## src/rtl/txIntDelayPkg.sv

```systemverilog
package txIntDelayPkg;
  typedef struct packed {
    logic load;
    logic dec;
  } tidStrobes_t;
endpackage

```

## src/rtl/txIntDelayDatapath.sv

```systemverilog
module txIntDelayDatapath
  import txIntDelayPkg::*;
#(
  parameter int DELAY_W     = 16,
  parameter int RESET_DELAY = 0
) (
  input  logic               clk,
  input  logic               rstN,
  input  logic               cfgWrEn,
  input  logic [DELAY_W-1:0] cfgWrData,
  input  tidStrobes_t        strobes,
  output logic [DELAY_W-1:0] delayValue,
  output logic [DELAY_W-1:0] countValue,
  output logic               delayIsZero,
  output logic               countIsOne
);
  localparam logic [DELAY_W-1:0] ResetVal = DELAY_W'(RESET_DELAY);
  localparam logic [DELAY_W-1:0] One      = DELAY_W'(1);

  always_ff @(posedge clk) begin
    if (!rstN) begin
      delayValue <= ResetVal;
    end else if (cfgWrEn) begin
      delayValue <= cfgWrData;
    end
  end

  always_ff @(posedge clk) begin
    if (!rstN) begin
      countValue <= '0;
    end else if (strobes.load) begin
      countValue <= delayValue;
    end else if (strobes.dec) begin
      countValue <= countValue - One;
    end
  end

  assign delayIsZero = (delayValue == '0);
  assign countIsOne  = (countValue == One);
endmodule

```

## src/rtl/txIntDelayControl.sv

```systemverilog
module txIntDelayControl
  import txIntDelayPkg::*;
(
  input  logic        clk,
  input  logic        rstN,
  input  logic        wbValid,
  input  logic        wbReportStatus,
  input  logic        wbDelayEnable,
  input  logic        tick,
  input  logic        irqClear,
  input  logic        delayIsZero,
  input  logic        countIsOne,
  output tidStrobes_t strobes,
  output logic        countRunning,
  output logic        irqOut
);
  logic armEvent, directEvent, armLoad, armZero, expire, irqSet;

  assign armEvent    = wbValid & wbReportStatus & wbDelayEnable;
  assign directEvent = wbValid & wbReportStatus & ~wbDelayEnable;
  assign armLoad     = armEvent & ~delayIsZero;
  assign armZero     = armEvent & delayIsZero;
  assign expire      = countRunning & tick & countIsOne & ~armEvent;
  assign irqSet      = directEvent | armZero | expire;

  always_comb begin
    strobes.load = armLoad;
    strobes.dec  = countRunning & tick & ~armEvent;
  end

  always_ff @(posedge clk) begin
    if (!rstN) begin
      countRunning <= 1'b0;
    end else if (armLoad) begin
      countRunning <= 1'b1;
    end else if (directEvent | armZero | expire) begin
      countRunning <= 1'b0;
    end
  end

  always_ff @(posedge clk) begin
    if (!rstN) begin
      irqOut <= 1'b0;
    end else if (irqSet) begin
      irqOut <= 1'b1;
    end else if (irqClear) begin
      irqOut <= 1'b0;
    end
  end
endmodule

```

## src/rtl/txIntDelayTimer.sv

```systemverilog
module txIntDelayTimer
  import txIntDelayPkg::*;
#(
  parameter int DELAY_W     = 16,
  parameter int RESET_DELAY = 0
) (
  input  logic               clk,
  input  logic               rstN,
  input  logic               wbValid,
  input  logic               wbReportStatus,
  input  logic               wbDelayEnable,
  input  logic               cfgWrEn,
  input  logic [DELAY_W-1:0] cfgWrData,
  input  logic               tick,
  input  logic               irqClear,
  output logic               irqOut
);
  tidStrobes_t        strobes;
  logic [DELAY_W-1:0] delayValue;
  logic [DELAY_W-1:0] countValue;
  logic               delayIsZero;
  logic               countIsOne;
  logic               countRunning;

  txIntDelayDatapath #(
    .DELAY_W    (DELAY_W),
    .RESET_DELAY(RESET_DELAY)
  ) datapath_i (
    .clk        (clk),
    .rstN       (rstN),
    .cfgWrEn    (cfgWrEn),
    .cfgWrData  (cfgWrData),
    .strobes    (strobes),
    .delayValue (delayValue),
    .countValue (countValue),
    .delayIsZero(delayIsZero),
    .countIsOne (countIsOne)
  );

  txIntDelayControl control_i (
    .clk           (clk),
    .rstN          (rstN),
    .wbValid       (wbValid),
    .wbReportStatus(wbReportStatus),
    .wbDelayEnable (wbDelayEnable),
    .tick          (tick),
    .irqClear      (irqClear),
    .delayIsZero   (delayIsZero),
    .countIsOne    (countIsOne),
    .strobes       (strobes),
    .countRunning  (countRunning),
    .irqOut        (irqOut)
  );
endmodule

```

## config.mk

```make
export PLATFORM = sky130hd
export DESIGN_NAME = txIntDelayTimer
export DESIGN_NICKNAME = d
export VERILOG_FILES = /design/src/rtl/txIntDelayPkg.sv /design/src/rtl/txIntDelayDatapath.sv /design/src/rtl/txIntDelayControl.sv /design/src/rtl/txIntDelayTimer.sv
export SDC_FILE = /design/constraint.sdc
export NUM_CORES = 1
export LEC_CHECK = 0
export ABC_AREA = 1
export BUFFER_PORTS_ARGS = -buffer_cell sky130_fd_sc_hd__buf_2
export CAP_MARGIN = 15
export CELL_PAD_IN_SITES_DETAIL_PLACEMENT = 1
export CELL_PAD_IN_SITES_GLOBAL_PLACEMENT = 2
export CORE_ASPECT_RATIO = 0.5
export CORE_MARGIN = 1
export CORE_UTILIZATION = 30
export DETAILED_ROUTE_END_ITERATION = 10
export GPL_ROUTABILITY_DRIVEN = 0
export GPL_TIMING_DRIVEN = 0
export PLACE_DENSITY = 0.74
export SLEW_MARGIN = 25
export SYNTH_ARGS = -nofsm -noshare
export SYNTH_HDL_FRONTEND = slang
export SYNTH_SLANG_ARGS = --single-unit
export TNS_END_PERCENT = 50
```

## constraint.sdc

```tcl
create_clock -name clk -period 1.41 [get_ports clk]
set_input_delay 0.282 -clock clk [delete_from_list [all_inputs] [get_ports clk]]
set_output_delay 0.282 -clock clk [all_outputs]
set_load 0.02 [all_outputs]
```

==> results of run 1 <==
==> report_power, final <==
group	internal (mW)	switching [mW]	leakage (nW)	total [mW]
registers	1.02	0.0712	0.285	1.09
clock network	1.06	0.440	0.0971	1.50
logic	0.248	0.379	0.911	0.627
total	2.33	0.890	1.29	3.22
==> area by class of cell <==
cell class / instances / area [sq um] / area share, %
multi-input cells: 234 / 1220 / 45.9
flip-flops and latches: 34 / 701 / 26.4
clock buffers: 6 / 139 / 5.23
inverters: 39 / 156 / 5.89
well taps: 88 / 110 / 4.15
repair buffers: 31 / 203 / 7.64
clock inverters: 2 / 60.1 / 2.26
plain buffers: 9 / 66.3 / 2.50
==> through the flow <==
stage | std cells | total power, mW | hold slack (ns)
2_1_floorplan | 316 | 1.47 | 0.417
3_3_place_gp | 428 | 1.62 | 0.501
3_5_place_dp | 428 | 1.64 | 0.510
4_1_cts | 436 | 3.18 | 0.220
5_1_grt | 443 | 3.39 | 0.234
6_report | 443 | 3.22 | 0.218
==> what timing repair did <==
action	in CTS	in global routing
gates cloned	0	1
setup buffers	0	6
endpoints found under the setup margin	6	18
gates resized for setup	7	48
pin swaps	0	19
==> state kept, by name (all words and copies together) (netlist names) <==
signal,cells
control_i.countRunning,1
datapath_i.delayValue,16
control_i.irqOut,1
datapath_i.countValue,16
==> synthesized netlist by cell type <==
master and n:
nand2_8 1, ha_1 2, buf_8 1, inv_1 29, nand2_1 67, buf_4 3, inv_2 4, clkinv_1 6
nor2_4 2, nand2_4 1, or2_0 1, nand4_1 3, dfxtp_1 34, nand3_4 1, nor2_1 67, nand3b_1 2
nor3_2 1, o21ai_0 23, nand2_2 1, buf_2 2, o21ai_1 2, nor2_2 5, a21oi_1 9, clkbuf_1 3
nand3_1 46
==> cells by family (layout without fill, tap and decap cells) <==
kind of cell,after synthesis,count (layout),share of synthesized area (%)
DFF,34,34,34.5
and+or+nand+nor,198,198,45.2
AOI/OAI and AO/OA,34,34,8.62
buffers and inverters,48,87,10.4
adders and majority gates,2,2,1.27
==> metal layers <==
layer,part of all wire [%],up-vias,track usage [%],wire length (microns)
met1,54,961,30.9,3600
li1,-,1077,-,-
met2,41,35,28.1,2720
met4,1.0,0,3.80,68
met3,4.1,7,5.52,273
met5,0,-,0,0
==> final timing paths <==
kind | startpoint | to | cells after the start | slack (ns)
min reg2reg | datapath_i.delayValue[11] | datapath_i.delayValue[11] | 2 | 0.52
min | cfgWrData[9] | datapath_i.delayValue[9] | 3 | 0.22
max | datapath_i.delayValue[12] | datapath_i.countValue[8] | 9 | 0.07
max reg2reg | datapath_i.delayValue[12] | datapath_i.countValue[8] | 9 | 0.07
==> critical path: cells and delay by family (launching register included) <==
family / cells / cell delay, ns
AND/OR/NAND/NOR: 9 / 0.94
flip-flops: 1 / 0.34
==> flow_summary.yaml, run 1 <==
status:
  outcome: "finished, final reports clean"
route:
  postRouteAntennaNets: 0
  wirelength_microns: 6660
  via_count: 2080
  drt-initial-drc-count: 71
  drtPass1Iterations: 4
  avgRoutedWirePerCell_microns: 15.0
  via_per_inst: 4.70
  drc_errors: 0
die:
  fp.dieW_microns: 117
  die_y_microns: 59.3
  ioPinCount: 25
  rows: 20
  start_util_pct: 31.8
  dieArea_sq_mm: 0.00692
  core-area_sq_mm: 0.00621
pwr:
  power_density_mw_per_mm2: 1210
  ir_drop_uv: 471
  p_leak_nw: 1.29
sta:
  post-route-period-util_pct: 95.3
  skew_ns: 0.00621
  setup_tns_ns: 0
  worst_pin_slew_ns: 0.436
  final_max_slew_viol_count: 0
  fmax_mhz: 744
  hold_violations: 0
  rsz0062_at_grt: "true"
  layout_setup_ws_ns: 0.0661
  min_period_ns: 1.34
  slew_headroom_pct: 70.9
  setup-violations-final: 0
clock_network:
  htreeDepth: 2
  cts-root-buf: "clkbuf_16"
  clock_sinks: 34
  clock_path_buffers: 2
  clk_pin_slew_ns: 0.06
  cts_tree: "done"
  worstSkewPairLatency_ns: 0.28
  cts_inserted_buffers: 5
  cts_hold_buf: 0
synth:
  yosysWarnings: 0
  syn-num-nets: 342
  synth_cell_type_count: 25
  yosysTopAreaCell: "dfxtp_1"
  syn_area_sq_mm: 0.00197
  yosysSeqAreaShare_pct: 34.5
  netlist_top_cells_area: "dfxtp_1 (34%), nand2_1 (13%), nor2_1 (13%)"
  synth_top_area_share_pct: 34.5
  syn_inst: 316
  synth_area_per_cell_sq_um: 6.24
  ys_ff_latch: 34
finish:
  antenna-diode-count: 0
  final_cell_mix: "nand2_1 (64), nor2_1 (58), nand3_1 (38), inv_1 (27), buf_2 (26)"
  nNetsFinal: 380
  post-route-cell-area_sq_mm: 0.00265
  layout-drive-gt1-share_pct: 27.9
  utilization_pct: 42.8
  fillers: 817
  final_common_cell: "nand2_1"
  synthToLayoutAreaGrowth_pct: 34.5
global_route:
  grt_max_degree: 12
  grt_pass1_wl_microns: 10200
  antenna_found_initial: 0
  track_usage_pct: 20.3
  grt_pass1_vias: 1933
  grt_overflow: 0
placed_design:
  pre_cts_slack_ns: -0.161
  post_dp_cell_area_sq_mm: 0.00220
  dp_hpwl_microns: 4910
  port_buffers: 24
setup_path:
  worst-endpoint-arrival_ns: 1.55
  crit_path_top_delay_cell: "dfxtp_2"
  crit_top_cell: "nor2_1"
  path_class: "reg -> reg"
  cp_cell_sequence: "nor2_1 > nand2_1 > nor2_4 > nand2_4 > nand2_8 > nand2_1 > nor2_1 > nor2_1 > nor2_1"
  crit_path_max_fanout: 7
  worstSetupStartpointType: "flop"
  cp.required_ns: 1.62
  slowest_delay_ns: 0.34
  cp-end-kind: "flop"
min_path:
  hold_class: "in -> reg"
job:
  maxCapViolCount: 0
Note: power is estimated with default switching activity, not from simulation.
==> run 2, diff against run 1 <==
- PLACE_DENSITY: 0.74 -> 0.86
==> flow_summary.yaml, run 2 (same netlist as run 1, synthesis figures left out) <==
die:
  fp.dieW_microns: 117
  start_util_pct: 31.8
  ioPinCount: 25
  dieArea_sq_mm: 0.00692
  core-area_sq_mm: 0.00621
  rows: 20
  die_y_microns: 59.3
status:
  outcome: "finished, final reports clean"
clock_network:
  clk_pin_slew_ns: 0.06
  cts_hold_buf: 0
  clock_path_buffers: 2
  cts_tree: "done"
  clock_sinks: 34
  cts_inserted_buffers: 5
  cts-root-buf: "clkbuf_16"
  worstSkewPairLatency_ns: 0.29
  htreeDepth: 2
setup_path:
  r2r-end: "datapath_i.countValue[3]"
  cpLargestDelayFamily: "simple AND/OR/NAND/NOR gates"
  cp_cell_sequence: "nor2_2 > nand2_1 > nor2_2 > nand2_4 > nand2_8 > clkbuf_16 > nand3_1 > a21oi_1"
  r2r_start: "datapath_i.delayValue[0]"
  r2r_cells: 8
  cp.required_ns: 1.62
  crit_path_max_fanout: 8
  crit_start: "datapath_i.delayValue[0]"
  worst-endpoint-arrival_ns: 1.56
  crit_path_top_delay_cell: "dfxtp_2"
  rrSetupSlack_ns: 0.05
  slowest_delay_ns: 0.34
  path_buf_inv: 1
  worstSetupStartpointType: "flop"
  cp-end-kind: "flop"
  path_class: "reg -> reg"
  crit_top_cell: "nor2_2"
finish:
  final_common_cell: "nand2_1"
  antenna-diode-count: 0
  reg_top3: "datapath_i.countValue (16), datapath_i.delayValue (16)"
  layout-drive-gt1-share_pct: 26.8
  final_cell_mix: "nand2_1 (62), nor2_1 (59), nand3_1 (40), inv_1 (27), buf_2 (26)"
  fillers: 824
  nNetsFinal: 380
  synthToLayoutAreaGrowth_pct: 30.5
pwr:
  p_leak_nw: 1.26
  ir_drop_uv: 394
  finalPower_mw: 2.87
  power_density_mw_per_mm2: 1120
sta:
  fmax_mhz: 737
  final_max_slew_viol_count: 0
  hold_violations: 0
  worst_pin_slew_ns: 0.452
  slew_headroom_pct: 69.8
  skew_ns: 0.00333
  setup_tns_ns: 0
  rsz0062_at_grt: "true"
  min_period_ns: 1.36
  layout_setup_ws_ns: 0.0525
  hold_slack_ns: 0.214
  post-route-period-util_pct: 96.3
  setup-violations-final: 0
route:
  postRouteAntennaNets: 0
  via_count: 2120
  avgRoutedWirePerCell_microns: 14.1
  drc_errors: 0
  drt-initial-drc-count: 70
  drtPass1Iterations: 4
  via_per_inst: 4.79
  wirelength_microns: 6240
min_path:
  holdPathEnd: "datapath_i.delayValue[3]"
  hold-path-cell-count: 3
  hold_start: "cfgWrData[3]"
  hold_class: "in -> reg"
job:
  maxCapViolCount: 0
placed_design:
  pre_cts_slack_ns: -0.120
  dp_hpwl_microns: 4530
  port_buffers: 24
global_route:
  antenna_found_initial: 0
  grt_overflow: 0
  grt_pass1_wl_microns: 9630
  grt_pass1_vias: 1989
  track_usage_pct: 19.0
  grt_max_degree: 12
==> run 2: power by group <==
| group | switching, mW | internal, mW |
|---|---|---|
| registers | 0.0681 | 1.02 |
| clock network | 0.466 | 0.700 |
| logic | 0.373 | 0.242 |
==> run 2: area by class of cell <==
cell class              count  area [sq um]  area share, %
multi-input cells         234          1210           46.9
flip-flops and latches     34           696           27.0
repair buffers             31           194           7.53
inverters                  39           154           5.98
clock buffers               6           139           5.39
well taps                  88           110           4.28
plain buffers               9          62.6           2.43
clock inverters             2          12.5          0.486
==> run 2: repair_timing <==
action                     in CTS  in global routing
setup endpoints to repair       9                 17
resized for setup               5                 44
cloned                          0                  1
setup buffers                   0                  6
pin swaps                       0                 14
==> run 2: through the flow <==
stage	area [sq um]	utilization [%]	std cells
finish	2570	41.5	443
global route	2570	41.5	443
global placement	2200	35.5	428
CTS	2370	38.1	436
floorplan	1970	-	316
detailed placement	2200	35.5	428
==> run 2: tightest hold or removal path, cell delays in order <==
cell and delay, ns:
buf_2 0.08, nor2_1 0.03, nor2_1 0.08
==> run 2: routing by layer <==
metal	share of wire, %	up-vias	track usage (%)
met5	0	-	0
met1	51	1000	26.8
li1	-	1082	-
met2	43	30	28.7
met4	1.4	0	6.87
met3	4.3	8	4.09
==> run 2: worst max-delay path by stage <==
| stage | end | cells after the start |
|---|---|---|
| 2_1_floorplan | datapath_i.countValue[14] | 11 |
| 3_3_place_gp | datapath_i.countValue[14] | 11 |
| 3_5_place_dp | datapath_i.countValue[14] | 11 |
| 4_1_cts | datapath_i.countValue[15] | 10 |
| 5_1_grt | datapath_i.countValue[9] | 10 |
| 6_report | datapath_i.countValue[3] | 8 |
==> run 3, diff against run 2 <==
- ABC_AREA: 1 -> not set
- PLACE_DENSITY: 0.86 -> 0.83
- clock period: 1.41 -> 1.1 ns (I/O delays scaled with it)
==> flow_summary.yaml, run 3 <==
status:
  outcome: "finished with violations"
  violations: "negative setup slack"
setup_path:
  crit_path_max_fanout: 4
  cp_cell_sequence: "nor4_4 > nand4_1 > buf_4 > or3_1 > a31oi_1"
  path_buf_inv: 1
  r2r_cells: 5
  worstSetupStartpointType: "flop"
  path_class: "reg -> reg"
  crit_path_top_delay_cell: "dfxtp_4"
  cpLargestDelayFamily: "simple AND/OR/NAND/NOR gates"
  cp-end-kind: "flop"
  worst-endpoint-arrival_ns: 1.91
  slowest_delay_ns: 0.36
  worst-path-stages: 5
  cp.required_ns: 1.34
finish:
  utilization_pct: 46.2
  nNetsFinal: 259
  stdcell_count: 304
  final_cell_mix: "buf_2 (24), nor2_1 (19), dfxtp_1 (18), mux2i_1 (17), nand2_1 (13)"
  antenna-diode-count: 0
  synthToLayoutAreaGrowth_pct: 42.7
  layout-drive-gt1-share_pct: 41.0
  reg_top3: "datapath_i.countValue (16), datapath_i.delayValue (16)"
  final_common_cell: "buf_2"
clock_network:
  clock_sinks: 34
  clock_path_buffers: 2
  clk_pin_slew_ns: 0.08
  worstSkewPairLatency_ns: 0.31
  cts_inserted_buffers: 5
  cts_hold_buf: 0
  htreeDepth: 2
  cts_tree: "done"
  cts-root-buf: "clkbuf_8"
synth:
  netlist_top_cells_area: "dfxtp_1 (41%), mux2i_1 (10%), nor2_1 (4.3%)"
  yosysTopAreaCell: "dfxtp_1"
  yosysWarnings: 0
  synth_cell_type_count: 38
  ys_ff_latch: 34
  synth_edf_count: 0
  synth_top_area_share_pct: 41.1
  yosysSeqAreaShare_pct: 41.1
  synth_most_common_cell: "dfxtp_1"
  syn-num-nets: 215
  async_flop_share_pct: 0
  synth_common_cells: "dfxtp_1 (34), nor2_1 (19), mux2i_1 (17)"
  synthFlopType: "dfxtp_1"
  syn_area_sq_mm: 0.00166
  syn_inst: 189
  synth_area_per_cell_sq_um: 8.76
die:
  die_y_microns: 54.5
  fp.dieW_microns: 107
  rows: 18
  ioPinCount: 25
  dieArea_sq_mm: 0.00584
  start_util_pct: 32.4
  core-area_sq_mm: 0.00511
sta:
  hold_slack_ns: 0.144
  min_period_ns: 1.67
  hold_violations: 0
  skew_ns: 0.00710
  worst_pin_slew_ns: 0.609
  rsz0062_at_grt: "true"
  slew_headroom_pct: 59.4
  final_max_slew_viol_count: 0
  post-route-period-util_pct: 152
  fmax_mhz: 599
  setup_tns_ns: -7.95
  setup-violations-final: 18
  layout_setup_ws_ns: -0.570
global_route:
  antenna_found_initial: 0
  track_usage_pct: 20.7
  grt_max_degree: 13
  grt_overflow: 0
  grt_pass1_vias: 1592
  grt_pass1_wl_microns: 8590
route:
  drtPass1Iterations: 4
  postRouteAntennaNets: 0
  drc_errors: 0
  drt-initial-drc-count: 70
  wirelength_microns: 5650
  via_count: 1709
  avgRoutedWirePerCell_microns: 18.6
  via_per_inst: 5.62
placed_design:
  port_buffers: 23
  dp_hpwl_microns: 3680
  pre_cts_slack_ns: -0.707
  dp_cells: 282
pwr:
  p_leak_nw: 0.918
  power_density_mw_per_mm2: 1450
  ir_drop_uv: 481
min_path:
  hold-path-cell-count: 3
  hold_class: "in -> reg"
job:
  maxCapViolCount: 0
==> run 3: cell count changes in the layout (fill, tap and decap cells not counted), sizes merged, moves of 6 or more <==
cell    previous run  this run
a31oi              0         8
clkinv             7         1
inv               33         4
mux2i              0        17
nand2             70        15
nand3             47         9
nor2              74        19
nor3               1         9
o21ai             25         3
==> run 3: repair_timing <==
action / in CTS / in global routing
endpoints found under the hold margin: 0 / 0
setup buffers: 13 / 2
pin swaps: 11 / 9
gates resized for setup: 24 / 18
gates cloned: 1 / 0
endpoints found under the setup margin: 28 / 18
==> run 3: stage by stage <==
stage / power, mW / area, sq um
2_1_floorplan: 1.73 / 1790
3_3_place_gp: 1.86 / 2000
3_5_place_dp: 1.88 / 2000
4_1_cts: 3.40 / 2290
5_1_grt: 3.56 / 2360
6_report: 3.42 / 2360
==> run 3: kinds of logic (layout without fill, tap and decap cells) <==
family / count (synthesis) / in the layout / synth area share, %
AOI/OAI and AO/OA: 41 / 41 / 17.5
DFF: 34 / 34 / 41.1
muxes: 17 / 17 / 10.3
xor gates and xnor gates: 1 / 1 / 0.529
adders and majority gates: 2 / 2 / 1.51
and+or+nand+nor: 81 / 81 / 25.9
buffers and inverters: 13 / 58 / 3.10
==> run 3: layout make-up <==
class	instances	area (sq um)
Timing Repair Buffer	38	246
Tap cell	70	87.6
Clock buffer	5	68.8
Fill cell	588	2750
Buffer	8	51.3
Inverter	4	15.0
Sequential cell	34	711
Multi-Input combinational cell	142	1110
Clock inverter	3	68.8
==> run 3: routing by layer <==
layer | GRT usage [%] | routed length (microns) | part of all wire (%)
met2 | 34.3 | 2600 | 46
met4 | 5.94 | 59 | 1.0
met5 | 0 | 0 | 0
met1 | 26.9 | 2730 | 48
met3 | 5.95 | 273 | 4.8
==> run 3: path summary, 6_finish.rpt <==
kind	start	slack, ns	to
setup / recovery	datapath_i.countValue[5]	-0.57	datapath_i.countValue[15]
hold / removal	cfgWrData[9]	0.14	datapath_i.delayValue[9]
setup reg to reg	datapath_i.countValue[5]	-0.57	datapath_i.countValue[15]
hold reg to reg	datapath_i.countValue[14]	0.51	datapath_i.countValue[14]
==> run 3: worst reg2reg max path, delay by kind of cell (launching register included) <==
family | cells | cell delay (ns)
AND/OR/NAND/NOR | 3 | 0.86
buffers and inverters | 1 | 0.23
flip-flops | 1 | 0.36
AO/OA/AOI/OAI | 1 | 0.15
==> run 3: where the power goes <==
part	internal (mW)	total, mW	switching [mW]
clock	0.909	1.47	0.557
combinational	0.273	0.562	0.289
sequential	1.30	1.40	0.101
total	2.48	3.42	0.946
